### config.mk
export PLATFORM = sky130hd
export DESIGN_NAME = bcd_rtc_core
export DESIGN_NICKNAME = d
export VERILOG_FILES = /design/src/rtl/rtc_pkg.sv /design/src/rtl/rtc_prescaler.sv /design/src/rtl/rtc_time_chain.sv /design/src/rtl/rtc_date_chain.sv /design/src/rtl/bcd_rtc_core.sv
export SDC_FILE = /design/constraint.sdc
export NUM_CORES = 1
export LEC_CHECK = 0
export BUFFER_PORTS_ARGS = -buffer_cell sky130_fd_sc_hd__buf_4
export CORE_MARGIN = 8
export CORE_UTILIZATION = 33
export CTS_CLUSTER_SIZE = 20
export DETAILED_ROUTE_END_ITERATION = 10
export MAX_ROUTING_LAYER = met4
export PLACE_DENSITY = 0.53
export SKIP_LAST_GASP = 1
export SYNTH_ARGS = -nofsm -noshare
export SYNTH_HDL_FRONTEND = slang
export SYNTH_SLANG_ARGS = --single-unit
export TNS_END_PERCENT = 50
### constraint.sdc
create_clock -name clk -period 2.3 [get_ports clk]
set_input_delay 0.115 -clock clk [delete_from_list [all_inputs] [get_ports clk]]
set_output_delay 0.115 -clock clk [all_outputs]
set_load 0.02 [all_outputs]
### src/rtl/rtc_pkg.sv
package rtc_pkg;
  localparam int NUM_FIELDS = 7;
  localparam int SEL_W      = $clog2(NUM_FIELDS);

  typedef enum logic [SEL_W-1:0] {
    F_SEC  = 'd0,
    F_MIN  = 'd1,
    F_HOUR = 'd2,
    F_DATE = 'd3,
    F_MON  = 'd4,
    F_DOW  = 'd5,
    F_YEAR = 'd6
  } field_e;

  // two-digit BCD increment, no wrap handling
  function automatic logic [7:0] bcd_inc(input logic [7:0] v);
    if (v[3:0] == 4'd9) return {v[7:4] + 4'd1, 4'd0};
    return {v[7:4], v[3:0] + 4'd1};
  endfunction

  // year 2000..2099: divisible by four
  function automatic logic is_leap(input logic [7:0] y);
    if (!y[4]) return (y[3:0] == 4'd0) || (y[3:0] == 4'd4) || (y[3:0] == 4'd8);
    return (y[3:0] == 4'd2) || (y[3:0] == 4'd6);
  endfunction

  function automatic logic [7:0] last_day(input logic [7:0] mo, input logic [7:0] y);
    if (mo == 8'h02) return is_leap(y) ? 8'h29 : 8'h28;
    if (mo == 8'h04 || mo == 8'h06 || mo == 8'h09 || mo == 8'h11) return 8'h30;
    return 8'h31;
  endfunction

  // returns {day_carry, next_hour}
  function automatic logic [8:0] hour_next(input logic [7:0] h);
    logic [7:0] t;
    if (h[7]) begin
      if (h[4:0] == 5'h12) return {1'b0, 1'b1, 1'b0, h[5], 5'h01};
      if (h[4:0] == 5'h11) return {h[5], 1'b1, 1'b0, ~h[5], 5'h12};
      t = bcd_inc({3'b000, h[4:0]});
      return {1'b0, 1'b1, 1'b0, h[5], t[4:0]};
    end
    if (h[5:0] == 6'h23) return {1'b1, 8'h00};
    t = bcd_inc({2'b00, h[5:0]});
    return {1'b0, 2'b00, t[5:0]};
  endfunction

  function automatic logic [7:0] load_mask(input logic [SEL_W-1:0] sel);
    case (sel)
      F_SEC:   return 8'hFF;
      F_MIN:   return 8'h7F;
      F_HOUR:  return 8'hBF;
      F_DATE:  return 8'h3F;
      F_MON:   return 8'h1F;
      F_DOW:   return 8'h07;
      default: return 8'hFF;
    endcase
  endfunction
endpackage

### src/rtl/rtc_prescaler.sv
module rtc_prescaler #(
  parameter int unsigned TICKS_PER_SEC = 32768
) (
  input  logic clk,
  input  logic rst_n,
  input  logic tick_en,
  input  logic run,
  input  logic clr,
  output logic carry
);
  localparam int CNT_W = (TICKS_PER_SEC > 1) ? $clog2(TICKS_PER_SEC) : 1;
  localparam logic [CNT_W-1:0] LAST = CNT_W'(TICKS_PER_SEC - 1);

  logic [CNT_W-1:0] cnt_q;
  logic at_last;

  assign at_last = (cnt_q == LAST);
  assign carry   = tick_en & run & ~clr & at_last;

  always_ff @(posedge clk) begin
    if (!rst_n)              cnt_q <= '0;
    else if (clr)            cnt_q <= '0;
    else if (tick_en && run) cnt_q <= at_last ? '0 : cnt_q + CNT_W'(1);
  end
endmodule

### src/rtl/rtc_time_chain.sv
module rtc_time_chain
  import rtc_pkg::*;
(
  input  logic       clk,
  input  logic       rst_n,
  input  logic       sec_tick,
  input  logic       we_sec,
  input  logic       we_min,
  input  logic       we_hour,
  input  logic [7:0] wdata,
  output logic [7:0] sec_q,
  output logic [7:0] min_q,
  output logic [7:0] hour_q,
  output logic       day_carry
);
  logic       min_tick, hour_tick;
  logic [7:0] sec_inc, min_inc;
  logic [8:0] hour_nx;

  assign sec_inc   = bcd_inc({1'b0, sec_q[6:0]});
  assign min_inc   = bcd_inc(min_q);
  assign hour_nx   = hour_next(hour_q);
  assign min_tick  = sec_tick & (sec_q[6:0] == 7'h59);
  assign hour_tick = min_tick & (min_q == 8'h59);
  assign day_carry = hour_tick & hour_nx[8];

  always_ff @(posedge clk) begin
    if (!rst_n) begin
      sec_q  <= 8'h00;
      min_q  <= 8'h00;
      hour_q <= 8'h00;
    end else begin
      if (we_sec)        sec_q <= wdata;
      else if (sec_tick) sec_q <= {sec_q[7], (sec_q[6:0] == 7'h59) ? 7'h00 : sec_inc[6:0]};
      if (we_min)        min_q <= wdata;
      else if (min_tick) min_q <= (min_q == 8'h59) ? 8'h00 : min_inc;
      if (we_hour)        hour_q <= wdata;
      else if (hour_tick) hour_q <= hour_nx[7:0];
    end
  end
endmodule

### src/rtl/rtc_date_chain.sv
module rtc_date_chain
  import rtc_pkg::*;
(
  input  logic       clk,
  input  logic       rst_n,
  input  logic       day_tick,
  input  logic       we_date,
  input  logic       we_mon,
  input  logic       we_dow,
  input  logic       we_year,
  input  logic [7:0] wdata,
  output logic [7:0] date_q,
  output logic [7:0] mon_q,
  output logic [7:0] dow_q,
  output logic [7:0] year_q
);
  logic month_tick, year_tick;

  assign month_tick = day_tick & (date_q == last_day(mon_q, year_q));
  assign year_tick  = month_tick & (mon_q == 8'h12);

  always_ff @(posedge clk) begin
    if (!rst_n) begin
      date_q <= 8'h01;
      mon_q  <= 8'h01;
      dow_q  <= 8'h01;
      year_q <= 8'h00;
    end else begin
      if (we_date)       date_q <= wdata;
      else if (day_tick) date_q <= month_tick ? 8'h01 : bcd_inc(date_q);
      if (we_mon)          mon_q <= wdata;
      else if (month_tick) mon_q <= (mon_q == 8'h12) ? 8'h01 : bcd_inc(mon_q);
      if (we_dow)        dow_q <= wdata;
      else if (day_tick) dow_q <= (dow_q == 8'h07) ? 8'h01 : dow_q + 8'h01;
      if (we_year)        year_q <= wdata;
      else if (year_tick) year_q <= (year_q == 8'h99) ? 8'h00 : bcd_inc(year_q);
    end
  end
endmodule

### src/rtl/bcd_rtc_core.sv
module bcd_rtc_core
  import rtc_pkg::*;
#(
  parameter int unsigned TICKS_PER_SEC = 32768
) (
  input  logic             clk,
  input  logic             rst_n,
  input  logic             tick_en,
  input  logic             ld_valid,
  output logic             ld_ready,
  input  logic [SEL_W-1:0] ld_sel,
  input  logic [7:0]       ld_data,
  output logic [7:0]       sec_o,
  output logic [7:0]       min_o,
  output logic [7:0]       hour_o,
  output logic [7:0]       date_o,
  output logic [7:0]       month_o,
  output logic [7:0]       dow_o,
  output logic [7:0]       year_o,
  output logic             sec_stb
);
  logic                  rdy_q, ld_go, day_carry;
  logic [NUM_FIELDS-1:0] we;
  logic [7:0]            wdata;

  always_ff @(posedge clk) begin
    if (!rst_n) rdy_q <= 1'b0;
    else        rdy_q <= 1'b1;
  end

  assign ld_ready = rdy_q;
  assign ld_go    = ld_valid & rdy_q;
  assign wdata    = ld_data & load_mask(ld_sel);

  for (genvar i = 0; i < NUM_FIELDS; i++) begin : g_we
    assign we[i] = ld_go && (ld_sel == SEL_W'(i));
  end

  rtc_prescaler #(.TICKS_PER_SEC(TICKS_PER_SEC)) u_pre (
    .clk(clk), .rst_n(rst_n), .tick_en(tick_en),
    .run(~sec_o[7]), .clr(we[F_SEC]), .carry(sec_stb)
  );

  rtc_time_chain u_time (
    .clk(clk), .rst_n(rst_n), .sec_tick(sec_stb),
    .we_sec(we[F_SEC]), .we_min(we[F_MIN]), .we_hour(we[F_HOUR]),
    .wdata(wdata), .sec_q(sec_o), .min_q(min_o), .hour_q(hour_o),
    .day_carry(day_carry)
  );

  rtc_date_chain u_date (
    .clk(clk), .rst_n(rst_n), .day_tick(day_carry),
    .we_date(we[F_DATE]), .we_mon(we[F_MON]), .we_dow(we[F_DOW]),
    .we_year(we[F_YEAR]), .wdata(wdata),
    .date_q(date_o), .mon_q(month_o), .dow_q(dow_o), .year_q(year_o)
  );
endmodule

# After elaboration in Yosys (flattened, before gate mapping)
# Index checks and enable logic that the tools add are counted.
# classes
n_addsub	15
n_eq_ne	31
muxes	86
n_bitwise	14
reduce_logical	36
# op_table
operator	count
$mux 8	30
$mux 9	8
$add 4x1->4 const B	10
$pmux 8 s5	1
$mux 1	38
$eq 4x4->1 const B	7
$mux 7	4
$eq 8x3->1 const B	3
$eq 8x5->1 const B	2
$add 15x1->15 const B	1
$eq 15x15->1 const B	1
$mux 15	1
$reduce_bool 3->1	5
$reduce_bool 2->1	7
$mux 6	2
$reduce_and 2->1	6
$eq 5x5->1 const B	2
$mux 5	2
$and 1x1->1	9
$eq 3x3->1 const B	3
$add 8x1->8 const B	1
$and 8x8->8	1
$eq 4x3->1 const B	2
$eq 8x2->1 const B	1
19 further kinds	35
# totals
register_bits	72
inputBits	15
out_inout_bits	58
word_cells	198

# Depth between registers and ports, before layout
# Gate-level depths: netlist of the first run.
# depth
depth_word	25
ltp_mapped	10
ltp_nobuf	8

# Modules after synthesis
# A second synthesis of the first run with hierarchy kept.
# hier_totals
hier_cells	620
area_unflattened_um2	4908.5
# modules_own_cells
mod	n_inst	cells_each	area_per_inst_um2	seq_area_each_um2
rtc_date_chain	1	317	2433.6	640.6
rtc_time_chain	1	198	1605.3	480.5
rtc_prescaler	1	84	729.4	300.3
bcd_rtc_core	1	21	140.1	20.0

# Worst setup path after synthesis of the first run
# No wires, ideal clock.
# synth_timing
path_type	reg-to-reg
startpoint	register u_date.mon_q[4]
endpoint	register u_date.year_q[2]
setup_ns	0.091
t_arrival_ns	2.343
required_ns	2.209
setup_slack_ns	-0.133
path_stages_with_launch	9
path_buffers	0
synth_period_minus_slack_ns	2.433
path_cell_list	dfxtp_1 inv_1 ha_1 nor3b_2 a211o_2 a2111oi_2 o2111ai_1 or3_1 a311oi_1
# synth_via
elab_chain_len	12
word_cells_on_any_way	19
classes_between	eq/ne: 7; mux: 6; bitwise: 2; reduce/logical: 4
# synth_lines
item	line	text
start, declared	rtc_date_chain.sv:13	output logic [7:0] mon_q,
start signal, assigned	rtc_date_chain.sv:31	if (we_mon) mon_q <= wdata;
start signal, assigned	rtc_date_chain.sv:32	else if (month_tick) mon_q <= (mon_q == 8'h12) ? 8'h01 : bcd_inc(mon_q);
$eq 8x3->1	rtc_pkg.sv:29	if (mo == 8'h04 || mo == 8'h06 || mo == 8'h09 || mo == 8'h11) return 8'h30;
$logic_or 1x1->1 (3 in series)	rtc_pkg.sv:29	
$mux 1 (2 in series)	rtc_pkg.sv:29	
$mux 8	rtc_pkg.sv:30	return 8'h31;
$mux 8	rtc_pkg.sv:29	
$eq 8x8->1	rtc_date_chain.sv:19	assign month_tick = day_tick & (date_q == last_day(mon_q, year_q));
$and 1x1->1	rtc_date_chain.sv:19	
$and 1x1->1 *	rtc_date_chain.sv:20	assign year_tick = month_tick & (mon_q == 8'h12);
$reduce_bool 2->1 (no line) *	n/a	
end signal, assigned	rtc_date_chain.sv:35	if (we_year) year_q <= wdata;
end signal, assigned	rtc_date_chain.sv:36	else if (year_tick) year_q <= (year_q == 8'h99) ? 8'h00 : bcd_inc(year_q);
end, declared	rtc_date_chain.sv:15	output logic [7:0] year_q
# Mark *: on every way between the ends. The rest lies on a longest branch, timed or not. The select of a mux whose other input is x is not followed.
# A chain may end at the register's enable or synchronous reset.

# Worst setup path after layout of the first run
# layout_timing
startpoint	register u_date.mon_q[4]
endpoint	register u_date.date_q[1]
# layout_via
elab_chain_len	13
word_cells_on_any_way	19
classes_between	eq/ne: 6; mux: 9; bitwise: 1; reduce/logical: 3
# layout_lines
item	line	text
$eq 8x3->1	rtc_pkg.sv:29	
$logic_or 1x1->1 (3 in series)	rtc_pkg.sv:29	
$mux 1 (2 in series)	rtc_pkg.sv:29	
$mux 8	rtc_pkg.sv:30	
$mux 8 *	rtc_pkg.sv:29	
$eq 8x8->1 *	rtc_date_chain.sv:19	
$and 1x1->1 *	rtc_date_chain.sv:19	
$mux 8 * (2 in series)	rtc_date_chain.sv:30	else if (day_tick) date_q <= month_tick ? 8'h01 : bcd_inc(date_q);
$mux 8 *	rtc_date_chain.sv:29	if (we_date) date_q <= wdata;
end signal, assigned	rtc_date_chain.sv:29	
end signal, assigned	rtc_date_chain.sv:30	
end, declared	rtc_date_chain.sv:12	output logic [7:0] date_q,
# Marks and branches as above.

==> impl_results.md, run 1 <==
* Critical Path Fanout Max at 8
* Detail-routed via count per cell at 5.70
* Chip width at 137 microns
* Critical path arrival at 2.59 ns
* Antenna cell count at 0
* Number of placement rows at 44
* Met2 track demand over resource at 30.0%
* Delay of the slowest cell on the worst path at 0.39 ns
* Combinational Power Share at 11.3%
* Post-Place Cells at 924
* Switching share of power at 25.2%
* Clk Latency, worst-skew pair at 0.34 ns
* Final Hold Violating Endpoints at 0
* Post-synth top area share at 29.7%
* H-Tree Depth at 3
* Type of the worst setup path: register to register
* Count of antenna-violating nets left after detailed routing at 0
* Number of setup violations in the final report at 4
* Sum of overflow across all layers after global routing at 0
* Root buffer cell: clkbuf_16
* Area grow syn2layout at 37.3%
* Start point of the worst hold path: ld_data[7]
* Number of buffers added by the clock tree synthesis step at 9
* Cell internal pwr at 2.32 mW
* Clock-pin slew reported for the worst setup and hold paths after clock tree synthesis at 0.06 ns
* Antenna violations before repair at 0
* # IOs at 73
* Worst Hold Slack at 0.0326 ns
* Synth unique cells at 79
* Commonest register cell after synthesis: dfxtp_1
* Vias in the first global route at 5,202
* Most common library cell in the layout ignoring fill and taps: buf_4
* Met3 routing resource usage after global routing at 2.74%
* Setup Skew at 0.00835 ns
* Post-route clock period utilization at 102%
* Place WS at -0.118 ns
* Pins over their slew limit at 0
* Cell types with the largest area share after synthesis: dfxtp_1 30%, nor2_1 6.0%, ha_1 5.4%, nand2_1 4.6%, o21ai_0 3.3%
* Fraction of registers with async set or reset after synthesis at 0%
* RD Place Congestion at 0.903
* Drt first-iter violations at 346
* Mapped Nets at 660
* Number of synthesized register bits at 72
* Multi-input logic area at 3400 sq um
* RSZ-0062 raised after global routing: yes
* Filler Cell Count at 1,448
* Cell Count, Final, Fillers Out at 948
* Type of the worst min-delay path: input port to register
* Area of all sequential standard cells at 1450 sq um
* Global-route wire length before repair at 27,600 microns
* Slew margin rel. at 47.9%
* Fin worst setup slack at -0.0455 ns
* Cell family with most CP delay: compound AO/OA/AOI/OAI gates
* Destination of the worst register-to-register timing path: u_date.date_q[1]$_SDFFE_PN0P_
* Worst hold endpoint: u_time.hour_q[7]$_SDFFE_PN0P_
* Combined global-route utilization of all metal layers at 19.2%
* CTS tree: done
* CP Capture Type: register
* Required time at the worst-slack endpoint at 2.54 ns
* Placeable core region at 14,400 sq um
* Clock tree buffer depth at 2
* Sequential group share of total power at 41.6%
* Switching power summed over all nets at 0.781 mW
* Reg-to-reg setup timing slack at -0.05 ns
* Final critical-path required period at 2.35 ns
* Number of maximum-capacitance violations at 0
* Hold-critical path depth at 3
* Syn avg cell area at 7.77 sq um
* Total iterations of the first detailed-routing run at 5
* Actual slew at the worst max-slew pin at 0.772 ns
* Sum of routed wire length over all layers at 17,900 microns
* Netlist Area Pre-Place at 4850 sq um
* Proportion of layout cells with a drive suffix above 1 at 28.4%
* Hpwl dp at 13,100 microns
* Maximum number of pins on one net before global-route repair at 39
* Max VDD drop at 0.293 mV
* Most frequent cells in the layout: 150 x buf_4, 77 x nor2_1, 68 x dfxtp_1
* Count of mapped cells out of synthesis at 624
* Initial standard-cell utilization of the core at 33.6%
* Run status: finished, violations left
* Power after layout at 3.10 mW
* Maximum frequency from static timing analysis at 426 MHz
* GR peak layer: met2
* Sink count of the clock tree at 72
* Overall die area at 18,800 sq um
* Worst-path cell chain: inv_2 -> ha_4 -> or3b_4 -> o32a_1 -> o31ai_4 -> a21o_4 -> o211ai_2 -> o41ai_2
* Share of synthesized area occupied by flip-flops and latches at 29.7%
* Library cell occupying the most area in the post-synthesis netlist: dfxtp_1
* Slowest cell on crit path: or3b_4
* Fraction of power consumed by the clock network at 47.1%
* Violations in the final reports: setup timing
* Routed wire length per instance at 18.9 microns
* Port bufs at 72
* Ratio of total power to cell area at 466 nW/um^2
* Yosys warning count at 0
* CP bufs+invs at 1
* GR met1 Demand/Resource at 24.0%
* Lkg Pwr at 2.65 nW
* Number of cell instances on the worst register-to-register path at 8
* Final net count at 796
* Crit start category: register
* DRC violation count after routing at 0
* Reg-to-reg critical path startpoint: u_date.mon_q[4]$_SDFFE_PN0P_
* Post-synth EDFFs at 0
* Height of the die at 137 microns
* Routed via count at 5,408
routing by layer:
layer,vias to the layer above,routed length [microns]
li1,2577,-
met1,2597,7990
met2,200,8390
met3,34,1060
met4,0,459
met5,-,0
synthesized netlist by cell type (5+ instances only):
library cell,n
a311oi_1,9
o21ai_0,32
mux2i_1,8
nand4_1,12
o31ai_1,6
nand2b_1,7
and4_1,5
a211oi_1,13
inv_1,24
nand3b_1,10
and2_1,13
nand3_1,26
a31oi_1,13
buf_2,7
a21oi_1,27
xor2_1,14
and3b_1,5
clkbuf_1,20
o22ai_1,8
dfxtp_1,72
and3_1,14
nor2_1,77
nor2b_1,9
or3_1,6
nor3_1,15
ha_1,21
xnor2_1,8
nand2_1,60
cell type report:
class                           count  share of cell area (%)
Clock inverter                      3                   0.602
Multi-Input combinational cell    499                    51.1
Tap cell                          184                    3.46
Sequential cell                    72                    21.8
Timing Repair Buffer              154                    17.6
Inverter                           24                    1.39
Clock buffer                       12                    4.00
worst register-to-register path, stage by stage, from the launching register on:
cell,delay [ns]
dfxtp_4,0.34
inv_2,0.07
ha_4,0.14
or3b_4,0.39
o32a_1,0.25
o31ai_4,0.32
a21o_4,0.22
o211ai_2,0.17
o41ai_2,0.34
cell families after synthesis:
kind of cell / after synthesis / synth area share (%)
and+or+nand+nor: 287 / 31.2
xor gates and xnor gates: 22 / 3.97
AOI/OAI and AO/OA: 160 / 23.3
DFF: 72 / 29.7
adders and majority gates: 21 / 5.42
buffers and inverters: 53 / 4.51
muxes: 9 / 1.88
timing repair:
action,in CTS,in global routing
setup buffers,2,6
cloned,0,1
setup endpoints to repair,11,38
gates resized for setup,4,40
pin swaps,3,17
hold buffers,0,0
state kept, by name, summed over array words and instances (netlist names):
name / count
u_time.min_q: 8
u_date.dow_q: 8
u_date.mon_q: 8
u_pre.cnt_q: 15
ld_ready: 1
u_time.hour_q: 8
u_time.sec_q: 8
u_date.year_q: 8
u_date.date_q: 8
worst max path at each step:
| stage | from | slack [ns] | cells past startpoint | to |
|---|---|---|---|---|
| 3_5_place_dp | u_date.mon_q[4]$_SDFFE_PN0P_ | -0.12 | 8 | u_date.mon_q[2]$_SDFFE_PN0P_ |
| 2_1_floorplan | u_date.mon_q[4]$_SDFFE_PN0P_ | 0.0008 | 8 | u_date.year_q[2]$_SDFFE_PN0P_ |
| 6_report | u_date.mon_q[4]$_SDFFE_PN0P_ | -0.05 | 8 | u_date.date_q[1]$_SDFFE_PN0P_ |
| 3_3_place_gp | u_date.mon_q[4]$_SDFFE_PN0P_ | -0.06 | 8 | u_date.mon_q[2]$_SDFFE_PN0P_ |
| 5_1_grt | u_date.mon_q[0]$_SDFFE_PN1P_ | -0.13 | 6 | u_date.date_q[1]$_SDFFE_PN0P_ |
| 4_1_cts | u_date.mon_q[4]$_SDFFE_PN0P_ | -0.06 | 9 | u_date.mon_q[5]$_SDFFE_PN0P_ |
power groups by stage:
stage,clock network (mW),registers [mW],logic (mW)
floorplan,0,1.34,0.146
global placement,0,1.31,0.334
detailed placement,0,1.32,0.337
CTS,1.49,1.29,0.339
global route,1.53,1.29,0.380
finish,1.46,1.29,0.352
metrics by stage:
stage / util, % / cell area, sq um / TNS, ns
2_1_floorplan: - / 4860 / 0
3_3_place_gp: 42.0 / 6050 / -0.240
3_5_place_dp: 42.0 / 6050 / -0.573
4_1_cts: 44.3 / 6400 / -0.271
5_1_grt: 46.1 / 6660 / -1.36
6_report: 46.1 / 6660 / -0.0905
Power figures use the tool's default switching activity.
==> inputs of run 2 (changes only) <==
==> constraint.sdc (replaced) <==
create_clock -name clk -period 2.3 [get_ports clk]
set_input_delay 0.23 -clock clk [delete_from_list [all_inputs] [get_ports clk]]
set_output_delay 0.23 -clock clk [all_outputs]
set_load 0.02 [all_outputs]
==> run 2 against run 1 <==
  * Die area unchanged
  * Clock power down 16%
  * Worst setup slack worse by 0.020 ns
  * Critical path depth up 1
  * The flow still finishes with violations (setup timing)
  * Cell count up 0.53%
  * Sequential power about the same
  * Non-clock buffer count up 7
  * Total power down 7.5%
  * Fmax down 0.83%
  * Hold slack better by 0.13 ns
  * Combinational power up 1%
==> impl_results.md, run 2 (synthesis results as in run 1) <==
* Routed via count at 5,365
* Most common library cell in the layout ignoring fill and taps: buf_4
* Lkg Pwr at 2.65 nW
* Sum of routed wire length over all layers at 17,200 microns
* Number of buffers added by the clock tree synthesis step at 9
* Setup Skew at 0.00630 ns
* CTS Hold Buffers Added at 0
* Drt first-iter violations at 339
* Most frequent cells in the layout: 157 x buf_4, 77 x nor2_1, 70 x dfxtp_1
* Final Hold Violating Endpoints at 0
* Ratio of total power to cell area at 436 nW/um^2
* Crit start category: register
* Placement Cell Area at 6160 sq um
* Root buffer cell: clkbuf_16
* Number of placement rows at 44
* Reg-to-reg setup timing slack at -0.07 ns
* Slew margin rel. at 46.4%
* Height of the die at 137 microns
* Run status: finished, violations left
* Proportion of layout cells with a drive suffix above 1 at 27.4%
* Actual slew at the worst max-slew pin at 0.793 ns
* Overall die area at 18,800 sq um
* Number of setup violations in the final report at 4
* Slowest cell on crit path: or3b_4
* DRC violation count after routing at 0
* Detail-routed via count per cell at 5.63
* Vias in the first global route at 5,130
* Critical Path Fanout Max at 11
* RD Place Congestion at 0.919
* Number of maximum-capacitance violations at 0
* Pins over their slew limit at 0
* Clock-pin slew reported for the worst setup and hold paths after clock tree synthesis at 0.06 ns
* Final critical-path required period at 2.37 ns
* Area grow syn2layout at 35.7%
* Count of antenna-violating nets left after detailed routing at 0
* Routed wire length per instance at 18.1 microns
* Type of the worst setup path: register to register
* Sum of overflow across all layers after global routing at 0
* Violations in the final reports: setup timing
* Combined global-route utilization of all metal layers at 18.8%
* RSZ-0062 raised after global routing: yes
* Worst-path cell chain: inv_4 -> ha_4 -> or3b_4 -> o32ai_4 -> nand4_1 -> a21oi_1 -> buf_6 -> a311oi_1 -> a2111oi_1
* Clk Latency, worst-skew pair at 0.34 ns
* Global-route wire length before repair at 26,900 microns
* Required time at the worst-slack endpoint at 2.53 ns
* Antenna violations before repair at 0
* Place WS at -0.0421 ns
* Chip width at 137 microns
* Post-route clock period utilization at 103%
* Sink count of the clock tree at 72
* Total iterations of the first detailed-routing run at 5
* Max VDD drop at 0.301 mV
* Maximum frequency from static timing analysis at 423 MHz
* Number of flip-flops under the largest register name at 15
* Hpwl dp at 13,000 microns
* Placeable core region at 14,400 sq um
* CP Capture Type: register
* CTS tree: done
* Fin Setup TNS at -0.167 ns
* # IOs at 73
* Clock tree buffer depth at 2
* Final design area excluding fillers at 6580 sq um
* Type of the worst min-delay path: input port to register
* H-Tree Depth at 3
* Delay of the slowest cell on the worst path at 0.39 ns
* Port bufs at 72
* Antenna cell count at 0
* Initial standard-cell utilization of the core at 33.6%
* Critical path arrival at 2.59 ns
* Final net count at 803
* Fin worst setup slack at -0.0650 ns
* Register containing the most flip-flops in the final layout: u_pre.cnt_q
* Maximum number of pins on one net before global-route repair at 38
==> run 2: cell types whose count changed in the layout (fill, tap and decap cells not counted), moves of 2 or more <==
cell,previous run,this run
clkbuf_8,3,0
inv_2,2,0
dfxtp_2,2,0
dfxtp_1,68,70
buf_4,150,157
clkbuf_1,0,2
a2111oi_1,0,2
a2111oi_4,2,0
==> run 2: final timing paths <==
path / start / endpoint / cells after the start
min: ld_data[7] / u_time.hour_q[7]$_SDFFE_PN0P_ / 3
max: u_date.mon_q[4]$_SDFFE_PN0P_ / u_date.mon_q[6]$_SDFFE_PN0P_ / 9
max reg2reg: u_date.mon_q[4]$_SDFFE_PN0P_ / u_date.mon_q[6]$_SDFFE_PN0P_ / 9
min reg2reg: u_pre.cnt_q[1]$_SDFFE_PP0P_ / u_pre.cnt_q[1]$_SDFFE_PP0P_ / 2
==> run 2: per-stage QoR <==
step | total power [mW] | std cells | hold WS (ns) | util, %
2_1_floorplan | 1.49 | 624 | 0.258 | -
3_3_place_gp | 1.66 | 937 | 0.464 | 42.7
5_1_grt | 2.99 | 953 | 0.150 | 45.6
3_5_place_dp | 1.66 | 937 | 0.472 | 42.7
4_1_cts | 2.90 | 951 | 0.145 | 44.6
6_report | 2.87 | 953 | 0.159 | 45.6
==> run 2: layout make-up <==
type                       count  area, sq um
fill                        1431         7840
inverter                      24         95.1
clock inverter                 2         10.0
clock buffer                  11          233
multi-input combinational    499         3330
tap                          184          230
sequential                    72         1450
timing repair buffer         161         1230
==> run 2: power by group <==
group	internal [mW]	switching [mW]
Clock	0.708	0.520
Sequential	1.27	0.0200
Combinational	0.142	0.213
Total	2.12	0.753
==> run 2: layer usage <==
layer	GRT usage [%]	up-vias	part of all wire, %
met5	-	-	0
met4	6.40	0	2.4
met3	4.16	32	5.6
met2	30.4	163	48
met1	22.7	2564	44
li1	-	2606	-
==> run 2: timing repair <==
item	4_1_cts	5_1_grt
pin swaps	6	12
setup buffers	1	2
gates resized for setup	6	24
setup endpoints to repair	10	36
cloned	0	0
endpoints found under the hold margin	0	0
==> run 2: worst max-delay path: cells and delay by family (launching register included) <==
kind	cells	cell delay, ns
AOI/OAI and AO/OA	4	0.88
adders and majority gates	1	0.15
buffers and inverters	2	0.26
DFF	1	0.35
and+or+nand+nor	2	0.61
